<file path="src/rtl/pwr_seq_pkg.sv">
package pwr_seq_pkg;

    typedef enum logic [3:0] {
        PS_OFF       = 4'd0,
        PS_OFF_UP    = 4'd1,
        PS_SOFT      = 4'd2,
        PS_UP_SETTLE = 4'd3,
        PS_UP_PULSE  = 4'd4,
        PS_UP_WAIT   = 4'd5,
        PS_UP_BOOT   = 4'd6,
        PS_SUSP      = 4'd7,
        PS_RESUME    = 4'd8,
        PS_RUN       = 4'd9,
        PS_RUN_DN    = 4'd10,
        PS_SUSP_DN   = 4'd11,
        PS_SOFT_OFF  = 4'd12
    } pstate_e;

    typedef enum logic [1:0] {
        TGT_OFF  = 2'd0,
        TGT_SUSP = 2'd1,
        TGT_RUN  = 2'd2
    } ptarget_e;

    typedef struct packed {
        logic startup;
        logic resume;
        logic suspend;
        logic shutdown;
    } strobe_t;

    function automatic int bits_for(longint v);
        int n;
        n = 1;
        while ((64'sd1 <<< n) <= v) n++;
        return n;
    endfunction

    function automatic longint max_of(longint a, longint b);
        return (a > b) ? a : b;
    endfunction

endpackage

</file>
<file path="src/rtl/pwr_seq_decode.sv">
module pwr_seq_decode
    import pwr_seq_pkg::*;
(
    input  logic     ap_rst_n,
    input  logic     ap_sleep_n,
    output ptarget_e tgt
);
    always_comb begin
        if (!ap_rst_n)        tgt = TGT_OFF;
        else if (!ap_sleep_n) tgt = TGT_SUSP;
        else                  tgt = TGT_RUN;
    end
endmodule

</file>
<file path="src/rtl/pwr_seq_timer.sv">
module pwr_seq_timer #(
    parameter int W = 8
) (
    input  logic         clk,
    input  logic         rst,
    input  logic         load,
    input  logic [W-1:0] load_val,
    output logic         zero
);
    logic [W-1:0] cnt_q;

    always_ff @(posedge clk) begin
        if (rst)                cnt_q <= '0;
        else if (load)          cnt_q <= load_val;
        else if (cnt_q != '0)   cnt_q <= cnt_q - 1'b1;
    end

    assign zero = (cnt_q == '0);


    tick_dec_chk: assert property (@(posedge clk) disable iff (rst)
        (!load && cnt_q != '0) |=> (cnt_q == $past(cnt_q) - 1'b1));
endmodule

</file>
<file path="src/rtl/pwr_seq_fsm.sv">
module pwr_seq_fsm
    import pwr_seq_pkg::*;
#(
    parameter int  WW       = 8,
    parameter int  HW       = 8,
    parameter longint N_SETTLE = 4,
    parameter longint N_PULSE  = 4,
    parameter longint N_WAIT   = 4,
    parameter longint N_BOOT   = 4,
    parameter longint N_RESUME = 4,
    parameter longint N_HOLD   = 4
) (
    input  logic          clk,
    input  logic          rst,
    input  ptarget_e      tgt,
    input  logic          ap_rst_n,
    input  logic          btn_held,
    input  logic          force_req,
    input  logic          wait_zero,
    input  logic          hold_zero,
    output logic          wait_ld,
    output logic [WW-1:0] wait_val,
    output logic          hold_ld,
    output logic [HW-1:0] hold_val,
    output pstate_e       state,
    output logic          sys_rst_n,
    output logic          pmic_en_n,
    output strobe_t       stb
);
    pstate_e state_q, nxt;
    logic    sys_rst_n_q;
    logic    seq_pmic_n_q, seq_pmic_nxt;
    logic    hold_q;
    strobe_t stb_q, stb_nxt;
    logic    force_int, force_any, rst_rel, clr_hold;

    always_comb begin
        nxt          = state_q;
        wait_ld      = 1'b0;
        wait_val     = '0;
        force_int    = 1'b0;
        rst_rel      = 1'b0;
        clr_hold     = 1'b0;
        seq_pmic_nxt = seq_pmic_n_q;
        stb_nxt      = '0;
        case (state_q)
            PS_OFF: if (tgt != TGT_OFF) begin
                nxt      = PS_OFF_UP;
                clr_hold = 1'b1;
            end
            PS_OFF_UP: nxt = PS_SOFT;
            PS_SOFT: begin
                nxt      = PS_UP_SETTLE;
                rst_rel  = 1'b1;
                wait_ld  = 1'b1;
                wait_val = WW'(N_SETTLE - 1);
            end
            PS_UP_SETTLE: if (wait_zero) begin
                nxt          = PS_UP_PULSE;
                seq_pmic_nxt = 1'b0;
                wait_ld      = 1'b1;
                wait_val     = WW'(N_PULSE - 1);
            end
            PS_UP_PULSE: if (wait_zero) begin
                nxt          = PS_UP_WAIT;
                seq_pmic_nxt = 1'b1;
                wait_ld      = 1'b1;
                wait_val     = WW'(N_WAIT - 1);
            end
            PS_UP_WAIT: begin
                if (ap_rst_n) begin
                    nxt      = PS_UP_BOOT;
                    wait_ld  = 1'b1;
                    wait_val = WW'(N_BOOT - 1);
                end else if (wait_zero) begin
                    nxt = PS_SOFT_OFF;
                end
            end
            PS_UP_BOOT: if (wait_zero) begin
                nxt             = PS_SUSP;
                stb_nxt.startup = 1'b1;
            end
            PS_SUSP: begin
                if (tgt == TGT_OFF) begin
                    nxt = PS_SUSP_DN;
                end else if (tgt == TGT_RUN) begin
                    nxt      = PS_RESUME;
                    wait_ld  = 1'b1;
                    wait_val = WW'(N_RESUME - 1);
                end
            end
            PS_RESUME: begin
                if (ap_rst_n) begin
                    nxt            = PS_RUN;
                    stb_nxt.resume = 1'b1;
                end else if (wait_zero) begin
                    nxt       = PS_RUN_DN;
                    force_int = 1'b1;
                end
            end
            PS_RUN: if (tgt != TGT_RUN) nxt = PS_RUN_DN;
            PS_RUN_DN: begin
                nxt             = PS_SUSP;
                stb_nxt.suspend = 1'b1;
                force_int       = btn_held;
            end
            PS_SUSP_DN: begin
                nxt              = PS_SOFT_OFF;
                stb_nxt.shutdown = 1'b1;
            end
            PS_SOFT_OFF: nxt = PS_OFF;
            default: begin
                nxt          = PS_OFF;
                seq_pmic_nxt = 1'b1;
            end
        endcase
        force_any = force_req | force_int;
    end

    assign hold_ld  = force_any;
    assign hold_val = HW'(N_HOLD - 1);

    always_ff @(posedge clk) begin
        if (rst) begin
            state_q      <= PS_OFF;
            sys_rst_n_q  <= 1'b0;
            seq_pmic_n_q <= 1'b1;
            hold_q       <= 1'b0;
            stb_q        <= '0;
        end else begin
            state_q      <= nxt;
            seq_pmic_n_q <= seq_pmic_nxt;
            stb_q        <= stb_nxt;
            if (rst_rel) sys_rst_n_q <= 1'b1;
            if (clr_hold || (hold_q && hold_zero)) hold_q <= 1'b0;
            if (force_any) begin
                sys_rst_n_q <= 1'b0;
                hold_q      <= 1'b1;
            end
        end
    end

    assign state     = state_q;
    assign sys_rst_n = sys_rst_n_q;
    assign pmic_en_n = seq_pmic_n_q & ~hold_q;
    assign stb       = stb_q;


    off_up_step_chk: assert property (@(posedge clk) disable iff (rst)
        (state_q == PS_OFF_UP) |=> (state_q == PS_SOFT));

    pulse_only_chk: assert property (@(posedge clk) disable iff (rst)
        (!seq_pmic_n_q) |-> (state_q == PS_UP_PULSE));

    startup_src_chk: assert property (@(posedge clk) disable iff (rst)
        stb_q.startup |-> (state_q == PS_SUSP && $past(state_q) == PS_UP_BOOT));

    resume_go_chk: assert property (@(posedge clk) disable iff (rst)
        (state_q == PS_RESUME && ap_rst_n) |=> (state_q == PS_RUN && stb_q.resume));

    suspend_go_chk: assert property (@(posedge clk) disable iff (rst)
        (state_q == PS_RUN_DN) |=> (state_q == PS_SUSP && stb_q.suspend));

    shutdown_go_chk: assert property (@(posedge clk) disable iff (rst)
        (state_q == PS_SUSP_DN) |=> (state_q == PS_SOFT_OFF && stb_q.shutdown));

    force_pins_chk: assert property (@(posedge clk) disable iff (rst)
        force_req |=> (!sys_rst_n_q && hold_q));
endmodule

</file>
<file path="src/rtl/pwr_seq_top.sv">
module pwr_seq_top
    import pwr_seq_pkg::*;
#(
    parameter int TICKS_PER_MS   = 1000,
    parameter int SETTLE_MS      = 50,
    parameter int PMIC_PULSE_MS  = 50,
    parameter int RST_WAIT_MS    = 300,
    parameter int BOOT_MS        = 500,
    parameter int RESUME_WAIT_MS = 1000,
    parameter int FORCE_HOLD_MS  = 9000
) (
    input  logic       clk,
    input  logic       rst,
    input  logic       ap_rst_n,
    input  logic       ap_sleep_n,
    input  logic       btn_held,
    input  logic       force_req,
    output logic       sys_rst_n,
    output logic       pmic_en_n,
    output logic [3:0] state_o,
    output logic       startup_o,
    output logic       resume_o,
    output logic       suspend_o,
    output logic       shutdown_o
);
    localparam longint N_SETTLE = longint'(TICKS_PER_MS) * SETTLE_MS;
    localparam longint N_PULSE  = longint'(TICKS_PER_MS) * PMIC_PULSE_MS;
    localparam longint N_WAIT   = longint'(TICKS_PER_MS) * RST_WAIT_MS;
    localparam longint N_BOOT   = longint'(TICKS_PER_MS) * BOOT_MS;
    localparam longint N_RESUME = longint'(TICKS_PER_MS) * RESUME_WAIT_MS;
    localparam longint N_HOLD   = longint'(TICKS_PER_MS) * FORCE_HOLD_MS;
    localparam longint N_WMAX   = max_of(max_of(max_of(N_SETTLE, N_PULSE),
                                                max_of(N_WAIT, N_BOOT)), N_RESUME);
    localparam int WW = bits_for(N_WMAX);
    localparam int HW = bits_for(N_HOLD);

    ptarget_e      tgt;
    logic          wait_ld, hold_ld, wait_zero, hold_zero;
    logic [WW-1:0] wait_val;
    logic [HW-1:0] hold_val;
    pstate_e       st;
    strobe_t       stb;

    pwr_seq_decode u_dec (
        .ap_rst_n   (ap_rst_n),
        .ap_sleep_n (ap_sleep_n),
        .tgt        (tgt)
    );

    pwr_seq_timer #(.W(WW)) u_wait_tmr (
        .clk      (clk),
        .rst      (rst),
        .load     (wait_ld),
        .load_val (wait_val),
        .zero     (wait_zero)
    );

    pwr_seq_timer #(.W(HW)) u_hold_tmr (
        .clk      (clk),
        .rst      (rst),
        .load     (hold_ld),
        .load_val (hold_val),
        .zero     (hold_zero)
    );

    pwr_seq_fsm #(
        .WW(WW), .HW(HW),
        .N_SETTLE(N_SETTLE), .N_PULSE(N_PULSE), .N_WAIT(N_WAIT),
        .N_BOOT(N_BOOT), .N_RESUME(N_RESUME), .N_HOLD(N_HOLD)
    ) u_fsm (
        .clk       (clk),
        .rst       (rst),
        .tgt       (tgt),
        .ap_rst_n  (ap_rst_n),
        .btn_held  (btn_held),
        .force_req (force_req),
        .wait_zero (wait_zero),
        .hold_zero (hold_zero),
        .wait_ld   (wait_ld),
        .wait_val  (wait_val),
        .hold_ld   (hold_ld),
        .hold_val  (hold_val),
        .state     (st),
        .sys_rst_n (sys_rst_n),
        .pmic_en_n (pmic_en_n),
        .stb       (stb)
    );

    assign state_o    = st;
    assign startup_o  = stb.startup;
    assign resume_o   = stb.resume;
    assign suspend_o  = stb.suspend;
    assign shutdown_o = stb.shutdown;
endmodule

</file>
<file path="config.mk">
export PLATFORM = sky130hd
export DESIGN_NAME = pwr_seq_top
export DESIGN_NICKNAME = d
export VERILOG_FILES = /design/src/rtl/pwr_seq_pkg.sv /design/src/rtl/pwr_seq_decode.sv /design/src/rtl/pwr_seq_timer.sv /design/src/rtl/pwr_seq_fsm.sv /design/src/rtl/pwr_seq_top.sv
export SDC_FILE = /design/constraint.sdc
export NUM_CORES = 1
export LEC_CHECK = 0
export BUFFER_PORTS_ARGS = -buffer_cell sky130_fd_sc_hd__buf_2
export CORE_MARGIN = 2
export CORE_UTILIZATION = 40
export DETAILED_ROUTE_END_ITERATION = 7
export GPL_ROUTABILITY_DRIVEN = 1
export PLACE_DENSITY_LB_ADDON = 0.3
export RECOVER_POWER = 50
export SKIP_CTS_REPAIR_TIMING = 1
export SLEW_MARGIN = 5
export SYNTH_ARGS = -nofsm -noshare
export SYNTH_HDL_FRONTEND = slang
export SYNTH_SLANG_ARGS = --single-unit
</file>
<file path="constraint.sdc">
create_clock -name clk -period 2.6 [get_ports clk]
set_input_delay 0.13 -clock clk [delete_from_list [all_inputs] [get_ports clk]]
set_output_delay 0.13 -clock clk [all_outputs]
set_load 0.01 [all_outputs]
</file>
==> results of run 1 <==
## power breakdown
group          internal [µW]  leakage (µW)  total (µW)  switching, µW
registers               1030      0.000452        1280            253
logic                    877      0.000665        2110           1230
clock network            312     0.0000612         599            286
total                   2220       0.00118        3990           1770
## per-stage QoR
stage / area, µm² / cells / hold slack (ns)
floorplan: 3080 / 368 / 0.386
global placement: 3310 / 479 / 0.470
detailed placement: 3310 / 479 / 0.471
CTS: 3420 / 487 / 0.171
global route: 3390 / 487 / 0.207
finish: 3390 / 487 / 0.183
## metal layers
metal,up-vias,wire (µm),global-route usage
met2,101,3500,0.297
met4,0,178,0.0697
met1,1379,3620,0.252
li1,1462,-,-
met5,-,0,0
met3,19,504,0.0386
## cell usage in the layout, fill, tap and decap left out, types with 6 or more instances in the layout
cell	count
o31ai_1	10
nor2_1	19
o21ai_0	19
o21a_1	6
clkbuf_1	11
clkbuf_8	6
buf_2	6
nor4_1	12
a21oi_1	31
nand4_1	11
nand2b_1	7
dfxtp_1	55
a31oi_1	10
xor2_1	8
nor3_1	15
nand2_1	19
a211oi_1	11
or4_1	10
buf_4	11
or3_1	23
inv_1	9
## cells by family (layout without fill, tap and decap cells)
kind of cell | after synthesis | in the layout | share of synthesized area
simple gates | 146 | 146 | 0.281
compound gates | 120 | 120 | 0.267
flops | 55 | 55 | 0.357
buf+inv | 29 | 46 | 0.0386
xor+xnor | 13 | 13 | 0.0369
fa+ha+maj | 3 | 3 | 0.0122
mux | 2 | 2 | 0.00690
## final timing paths
kind	depth (start not counted)	endpoint	slack (ns)
worst max-delay path	5	u_wait_tmr.cnt_q[14]	0.22
worst min-delay path	3	u_fsm.stb[2]	0.18
worst max register to register	5	u_wait_tmr.cnt_q[14]	0.22
worst min register to register	2	u_hold_tmr.cnt_q[15]	0.48
## sequential cells by signal (all words and copies together), names as in the netlist
name                cells
u_fsm.state             4
u_wait_tmr.cnt_q       20
u_fsm.seq_pmic_n_q      1
u_hold_tmr.cnt_q       24
u_fsm.sys_rst_n         1
u_fsm.hold_q            1
u_fsm.stb               4
## worst reg2reg max path, stage by stage, from the launching register on
cell and delay [ns]:
dfxtp_1 0.36, or4_4 0.57, or3_1 0.49, a2111oi_4 0.52
nor2_2 0.13, a221oi_2 0.24
## synth_stat cells, types with 3 or more instances
| cell | number |
|---|---|
| o21a_1 | 6 |
| nand2b_1 | 7 |
| or4_4 | 3 |
| nor2_1 | 19 |
| a31oi_1 | 10 |
| dfxtp_1 | 55 |
| nand4_1 | 11 |
| o41ai_1 | 3 |
| clkbuf_1 | 14 |
| nor2b_1 | 5 |
| o22ai_1 | 5 |
| ha_1 | 3 |
| or3_1 | 22 |
| nand3_1 | 4 |
| xor2_1 | 8 |
| nor4_1 | 12 |
| a21oi_1 | 31 |
| or4_1 | 10 |
| o21ai_0 | 19 |
| a211oi_1 | 10 |
| o31ai_1 | 10 |
| buf_1 | 3 |
| nand2_1 | 19 |
| inv_1 | 9 |
| nor3b_1 | 3 |
| nor3_1 | 14 |
| xnor2_1 | 5 |
## layout make-up
class	instances	area (µm²)	share of cell area
repair buffers	29	159	0.0469
multi-input cells	284	1850	0.546
clock buffers	6	82.6	0.0244
flip-flops and latches	55	1100	0.325
clock inverters	2	35.0	0.0103
well taps	102	128	0.0377
inverters	9	33.8	0.00997
==> reports/metrics.cfg, run 1 <==
[detailed_routing]
viasPerCell = 6.08
drc = 0
drt_iter0_drc = 146
drtAntennaViolNets = 0
via_count = 2961
drt-total-wl_um = 7800
routedWlPerCell_um = 16.0
firstDrtPassIters = 5

[global_routing]
grt_pass1_vias = 2684
grt_max_degree = 36
grt_pass1_wl_um = 13000
grt_overflow = 0
antenna_found_initial = 0
grtUsageTotal = 0.187

[worst_setup_path]
path_class = reg2reg
required_ns = 2.84
max_stage_delay_ns = 0.57
crit_start = u_wait_tmr.cnt_q[15]
crit_path_end_kind = register
slowest_stage = or4_4
path_max_fanout = 6
worstSetupStartpointType = register
arrival_ns = 2.62
path_delay_family = simple AND/OR/NAND/NOR gates
r2r_start = u_wait_tmr.cnt_q[15]
worst-path-buf-inv = 0
crit_chain = or4_4 > or3_1 > a2111oi_4 > nor2_2 > a221oi_2

[placement]
finalWeightedCongestion = 0.948
port_buffers = 15
hpwl_um = 5540
post-place-ws_ns = 0.292

[synth]
seq_area_frac_synth = 0.357
ys_ff_latch = 55
async_flop_share = 0
synth_largest_area_cell = dfxtp_1
synth_edf_count = 0
synth.avg_cell_area_um2 = 8.38
synthTopCellsByArea = dfxtp_1, a21oi_1, or3_1
synth-main-ff-cell = dfxtp_1
ys_types = 60
synthesis.nets = 377
synthCells = 368
yosys_warnings = 0
synthesis.area_um2 = 3080
netlist.area_leader.share = 0.357

[min_path]
worstHoldStart = ap_rst_n
hold_class = in2reg

[clock_network]
root_buffer = clkbuf_8
cts.path.max_buffers = 2
numCtsBuffers = 5
cts-htree-levels = 2
cts_tree = built
clkTransAtPathRegs_ns = 0.10
clock_latency_ns = 0.31
cts_sinks = 55

[cells_and_area]
syn_to_final_growth_pct = 9.86
fillers = 794
final_core_util = 0.445
n_antenna_cell = 0
final_nets = 393
final_layout_size_suffix_gt1_frac = 0.101

[power]
total_power_uw = 3990
ir_drop_uv = 362
power_density_nw_per_um2 = 1180
p_leak_uw = 0.00118

[floorplan]
fp.dieH_um = 91.8
die_w_um = 91.8
std_cell_rows = 32
ioPinCount = 16
initial_core_util = 0.405
die-area_um2 = 8430
core_area_um2 = 7610

[run_status]
status = finished, final reports clean

[timing]
max_slew.worst_pin.slew_ns = 0.956
finalCriticalPeriod_ns = 2.38
report.final.slew_viol_count = 0
rsz0062_at_grt = false
tns_ns = 0
setup_viol = 0
finClkSkew_ns = 0.0111
period_share = 0.916
maxSlewHeadroom = 0.357
fin_ws_ns = 0.217
timing_hold_violations_final = 0
max_freq_ghz = 0.420

[run]
cap_viol_max_count = 0

No activity file was read; power rests on OpenSTA's default activity.
==> run 2, diff against run 1 <==
CORE_UTILIZATION = 61   (was 40)
clock period = 2.55 ns   (was 2.6 ns; I/O delays follow)
==> reports/metrics.cfg, run 2 (synthesized netlist as in run 1, its figures left out) <==
[detailed_routing]
drt_iter0_drc = 307
drtAntennaViolNets = 0
via_count = 3013
routedWlPerCell_um = 17.2
drc = 0
viasPerCell = 6.62
drt-total-wl_um = 7820
firstDrtPassIters = 5

[timing]
finClkSkew_ns = 0.0109
fin_ws_ns = 0.193
timing_hold_violations_final = 0
finalCriticalPeriod_ns = 2.36
period_share = 0.924
max_freq_ghz = 0.424
fin_hold_ws_ns = 0.153
setup_viol = 0
rsz0062_at_grt = false
tns_ns = 0
max_slew.worst_pin.slew_ns = 0.722
maxSlewHeadroom = 0.518
report.final.slew_viol_count = 0

[clock_network]
cts_tree = built
cts_sinks = 55
cts-htree-levels = 2
numCtsBuffers = 5
clock_latency_ns = 0.33
clkTransAtPathRegs_ns = 0.11
root_buffer = clkbuf_8
cts.path.max_buffers = 2

[placement]
port_buffers = 15
finalWeightedCongestion = 0.935
post-place-ws_ns = 0.227
dpl_cell_area_um2 = 3280
dp_cells = 447
hpwl_um = 5580

[floorplan]
ioPinCount = 16
core_area_um2 = 4790
die-area_um2 = 5640
die_w_um = 75.1
initial_core_util = 0.644
fp.dieH_um = 75.1
std_cell_rows = 25

[worst_setup_path]
worstSetupStartpointType = register
path_class = reg2reg
max_stage_delay_ns = 0.57
crit_path_end_kind = register
required_ns = 2.79
crit_chain = or4_4 > or3_4 > a2111oi_4 > nor2_2 > a221oi_2
path_max_fanout = 6
slowest_stage = or4_4
arrival_ns = 2.60

[cells_and_area]
final_common_cell = dfxtp_1
final_layout_size_suffix_gt1_frac = 0.111
design_area_um2 = 3350
largestRegisters = u_hold_tmr.cnt_q: 24 flops, u_wait_tmr.cnt_q: 20 flops
syn_to_final_growth_pct = 8.56
largest_reg_flops = 24
top_register = u_hold_tmr.cnt_q
fin_cells = 455
final_cell_mix = dfxtp_1, a21oi_1, or3_1
final_nets = 396
n_antenna_cell = 0

[power]
power_density_nw_per_um2 = 1210
ir_drop_uv = 505
p_leak_uw = 0.00118

[global_routing]
grt_overflow = 0
grt_max_degree = 21
antenna_found_initial = 0
grt_pass1_vias = 2695
grt_pass1_wl_um = 12900
grtUsageTotal = 0.296

[run_status]
status = finished, final reports clean

[run]
cap_viol_max_count = 0

[min_path]
hold_class = in2reg

[run 2: metrics by stage]
step,utilization,power (µW)
after floorplan,-,2880
after global placement,0.686,3430
after detailed placement,0.686,3480
after CTS,0.707,4020
after global routing,0.699,4300
final,0.699,4050
[run 2: metal layers]
layer | global-route usage | vias up | wire, µm
met5 | 0 | - | 0
met4 | 0.113 | 0 | 167
met3 | 0.0549 | 17 | 453
met2 | 0.489 | 124 | 3790
met1 | 0.385 | 1403 | 3410
li1 | - | 1469 | -
[run 2: worst max-delay path: cells and delay by family (launching register included)]
kind / cells / cell delay (ns)
AND/OR/NAND/NOR: 3 / 1.14
flip-flops: 1 / 0.36
AO/OA/AOI/OAI: 2 / 0.78
[run 2: worst paths after layout]
path                              from                   end  slack, ns  depth (start not counted)
setup / recovery  u_wait_tmr.cnt_q[15]  u_wait_tmr.cnt_q[14]       0.19                          5
hold / removal                ap_rst_n          u_fsm.stb[2]       0.15                          3
setup reg to reg  u_wait_tmr.cnt_q[15]  u_wait_tmr.cnt_q[14]       0.19                          5
hold reg to reg   u_hold_tmr.cnt_q[15]  u_hold_tmr.cnt_q[15]       0.48                          2
[run 2: report_power, final]
part / switching [µW] / total (µW) / internal [µW]
registers: 282 / 1330 / 1050
logic: 1250 / 2180 / 927
clock network: 310 / 538 / 228
[run 2: cell type report]
type	instances	area, µm²
multi-input cells	284	1850
clock inverters	2	17.5
inverters	9	33.8
fillers	397	1440
well taps	67	83.8
clock buffers	6	82.6
repair buffers	32	174
flip-flops and latches	55	1100
==> run 3, diff against run 2 <==
CELL_PAD_IN_SITES_DETAIL_PLACEMENT = 1   (was default)
CELL_PAD_IN_SITES_GLOBAL_PLACEMENT = 2   (was default)
CORE_UTILIZATION = 37   (was 61)
==> reports/metrics.cfg, run 3 (synthesized netlist as in run 1, its figures left out) <==
[cells_and_area]
n_antenna_cell = 0
top_register = u_hold_tmr.cnt_q
fillers = 980
syn_to_final_growth_pct = 11.6
final_common_cell = dfxtp_1
regArea_um2 = 1100
multiInputGateArea_um2 = 1870
final_nets = 401
largest_reg_flops = 24
final_layout_size_suffix_gt1_frac = 0.130
final_cell_mix = dfxtp_1, a21oi_1, or3_1
design_area_um2 = 3440
largestRegisters = u_hold_tmr.cnt_q: 24 flops, u_wait_tmr.cnt_q: 20 flops

[floorplan]
initial_core_util = 0.379
die_w_um = 95.3
die-area_um2 = 9080
ioPinCount = 16
std_cell_rows = 33
fp.dieH_um = 95.3
core_area_um2 = 8130

[timing]
timing_hold_violations_final = 0
report.final.slew_viol_count = 0
finClkSkew_ns = 0.0115
tns_ns = 0
fin_hold_ws_ns = 0.168
period_share = 0.928
finalCriticalPeriod_ns = 2.37
fin_ws_ns = 0.183
maxSlewHeadroom = 0.317
max_slew.worst_pin.slew_ns = 1.02
setup_viol = 0
rsz0062_at_grt = false
max_freq_ghz = 0.422

[clock_network]
cts-htree-levels = 2
cts.path.max_buffers = 2
clock_latency_ns = 0.32
numCtsBuffers = 5
cts_sinks = 55
cts_tree = built
clkTransAtPathRegs_ns = 0.11
root_buffer = clkbuf_8

[global_routing]
grt_pass1_vias = 2925
grt_overflow = 0
antenna_found_initial = 0
grt_pass1_wl_um = 15000
grt_max_degree = 21
grtUsageTotal = 0.210

[detailed_routing]
drtAntennaViolNets = 0
firstDrtPassIters = 4
drt-total-wl_um = 8990
viasPerCell = 5.96
drc = 0
via_count = 2968
routedWlPerCell_um = 18.0
drt_iter0_drc = 76

[placement]
finalWeightedCongestion = 0.849
post-place-ws_ns = 0.168
port_buffers = 15
dpl_cell_area_um2 = 3370
hpwl_um = 6720

[worst_setup_path]
max_stage_delay_ns = 0.58
path_class = reg2reg
crit_chain = or4_4 > or3_1 > or4_1 > a211oi_1 > o21a_1
worstSetupStartpointType = register
arrival_ns = 2.63
slowest_stage = or4_4
path_max_fanout = 7
crit_path_end_kind = register
required_ns = 2.82

[power]
power_density_nw_per_um2 = 1220
total_power_uw = 4190
p_leak_uw = 0.00120
ir_drop_uv = 314

[min_path]
hold_class = in2reg

[run]
cap_viol_max_count = 0

[run_status]
status = finished, final reports clean

[run 3: changes by cell type in the layout (fill, tap and decap cells not counted)]
cell,change
buf_4,+5
buf_2,+2
clkbuf_1,-2
clkinvlp_4,+2
and2_0,+1
and2_1,-1
clkbuf_8,-1
inv_6,-1
nor4_2,-1
nor4_4,+1
or4b_1,-1
or4b_4,+1
[run 3: through the flow]
step                 util  cells
floorplan               -    368
global placement    0.414    490
detailed placement  0.414    490
CTS                 0.426    498
global route        0.423    498
finish              0.423    498
[run 3: where the power goes]
group / switching, µW / internal (µW)
logic: 1370 / 1000
registers: 252 / 1050
clock network: 317 / 198
[run 3: layer usage]
metal / routed length, µm / up-vias / track usage
met5: 0 / - / 0
met2: 4330 / 19 / 0.359
met4: 119 / 0 / 0.0483
met1: 4410 / 1461 / 0.278
met3: 125 / 11 / 0.0308
li1: - / 1477 / -
[run 3: worst max-delay path: cells and delay by family (launching register included)]
| kind | cells | cell delay, ns |
|---|---|---|
| AO/OA/AOI/OAI | 2 | 0.40 |
| flip-flops | 1 | 0.38 |
| AND/OR/NAND/NOR | 3 | 1.54 |
[run 3: cell type report]
type                    instances  share of cell area
flip-flops and latches         55               0.320
inverters                       9             0.00982
repair buffers                 37              0.0622
clock buffers                   5              0.0200
multi-input cells             284               0.543
clock inverters                 3             0.00691
well taps                     105              0.0382
[run 3: path summary, 6_finish.rpt]
kind | startpoint | end | slack [ns] | cells after the start
hold reg to reg | u_hold_tmr.cnt_q[15] | u_hold_tmr.cnt_q[15] | 0.47 | 2
hold / removal | ap_rst_n | u_fsm.stb[2] | 0.17 | 3
setup / recovery | u_wait_tmr.cnt_q[2] | u_wait_tmr.cnt_q[19] | 0.18 | 5
setup reg to reg | u_wait_tmr.cnt_q[2] | u_wait_tmr.cnt_q[19] | 0.18 | 5
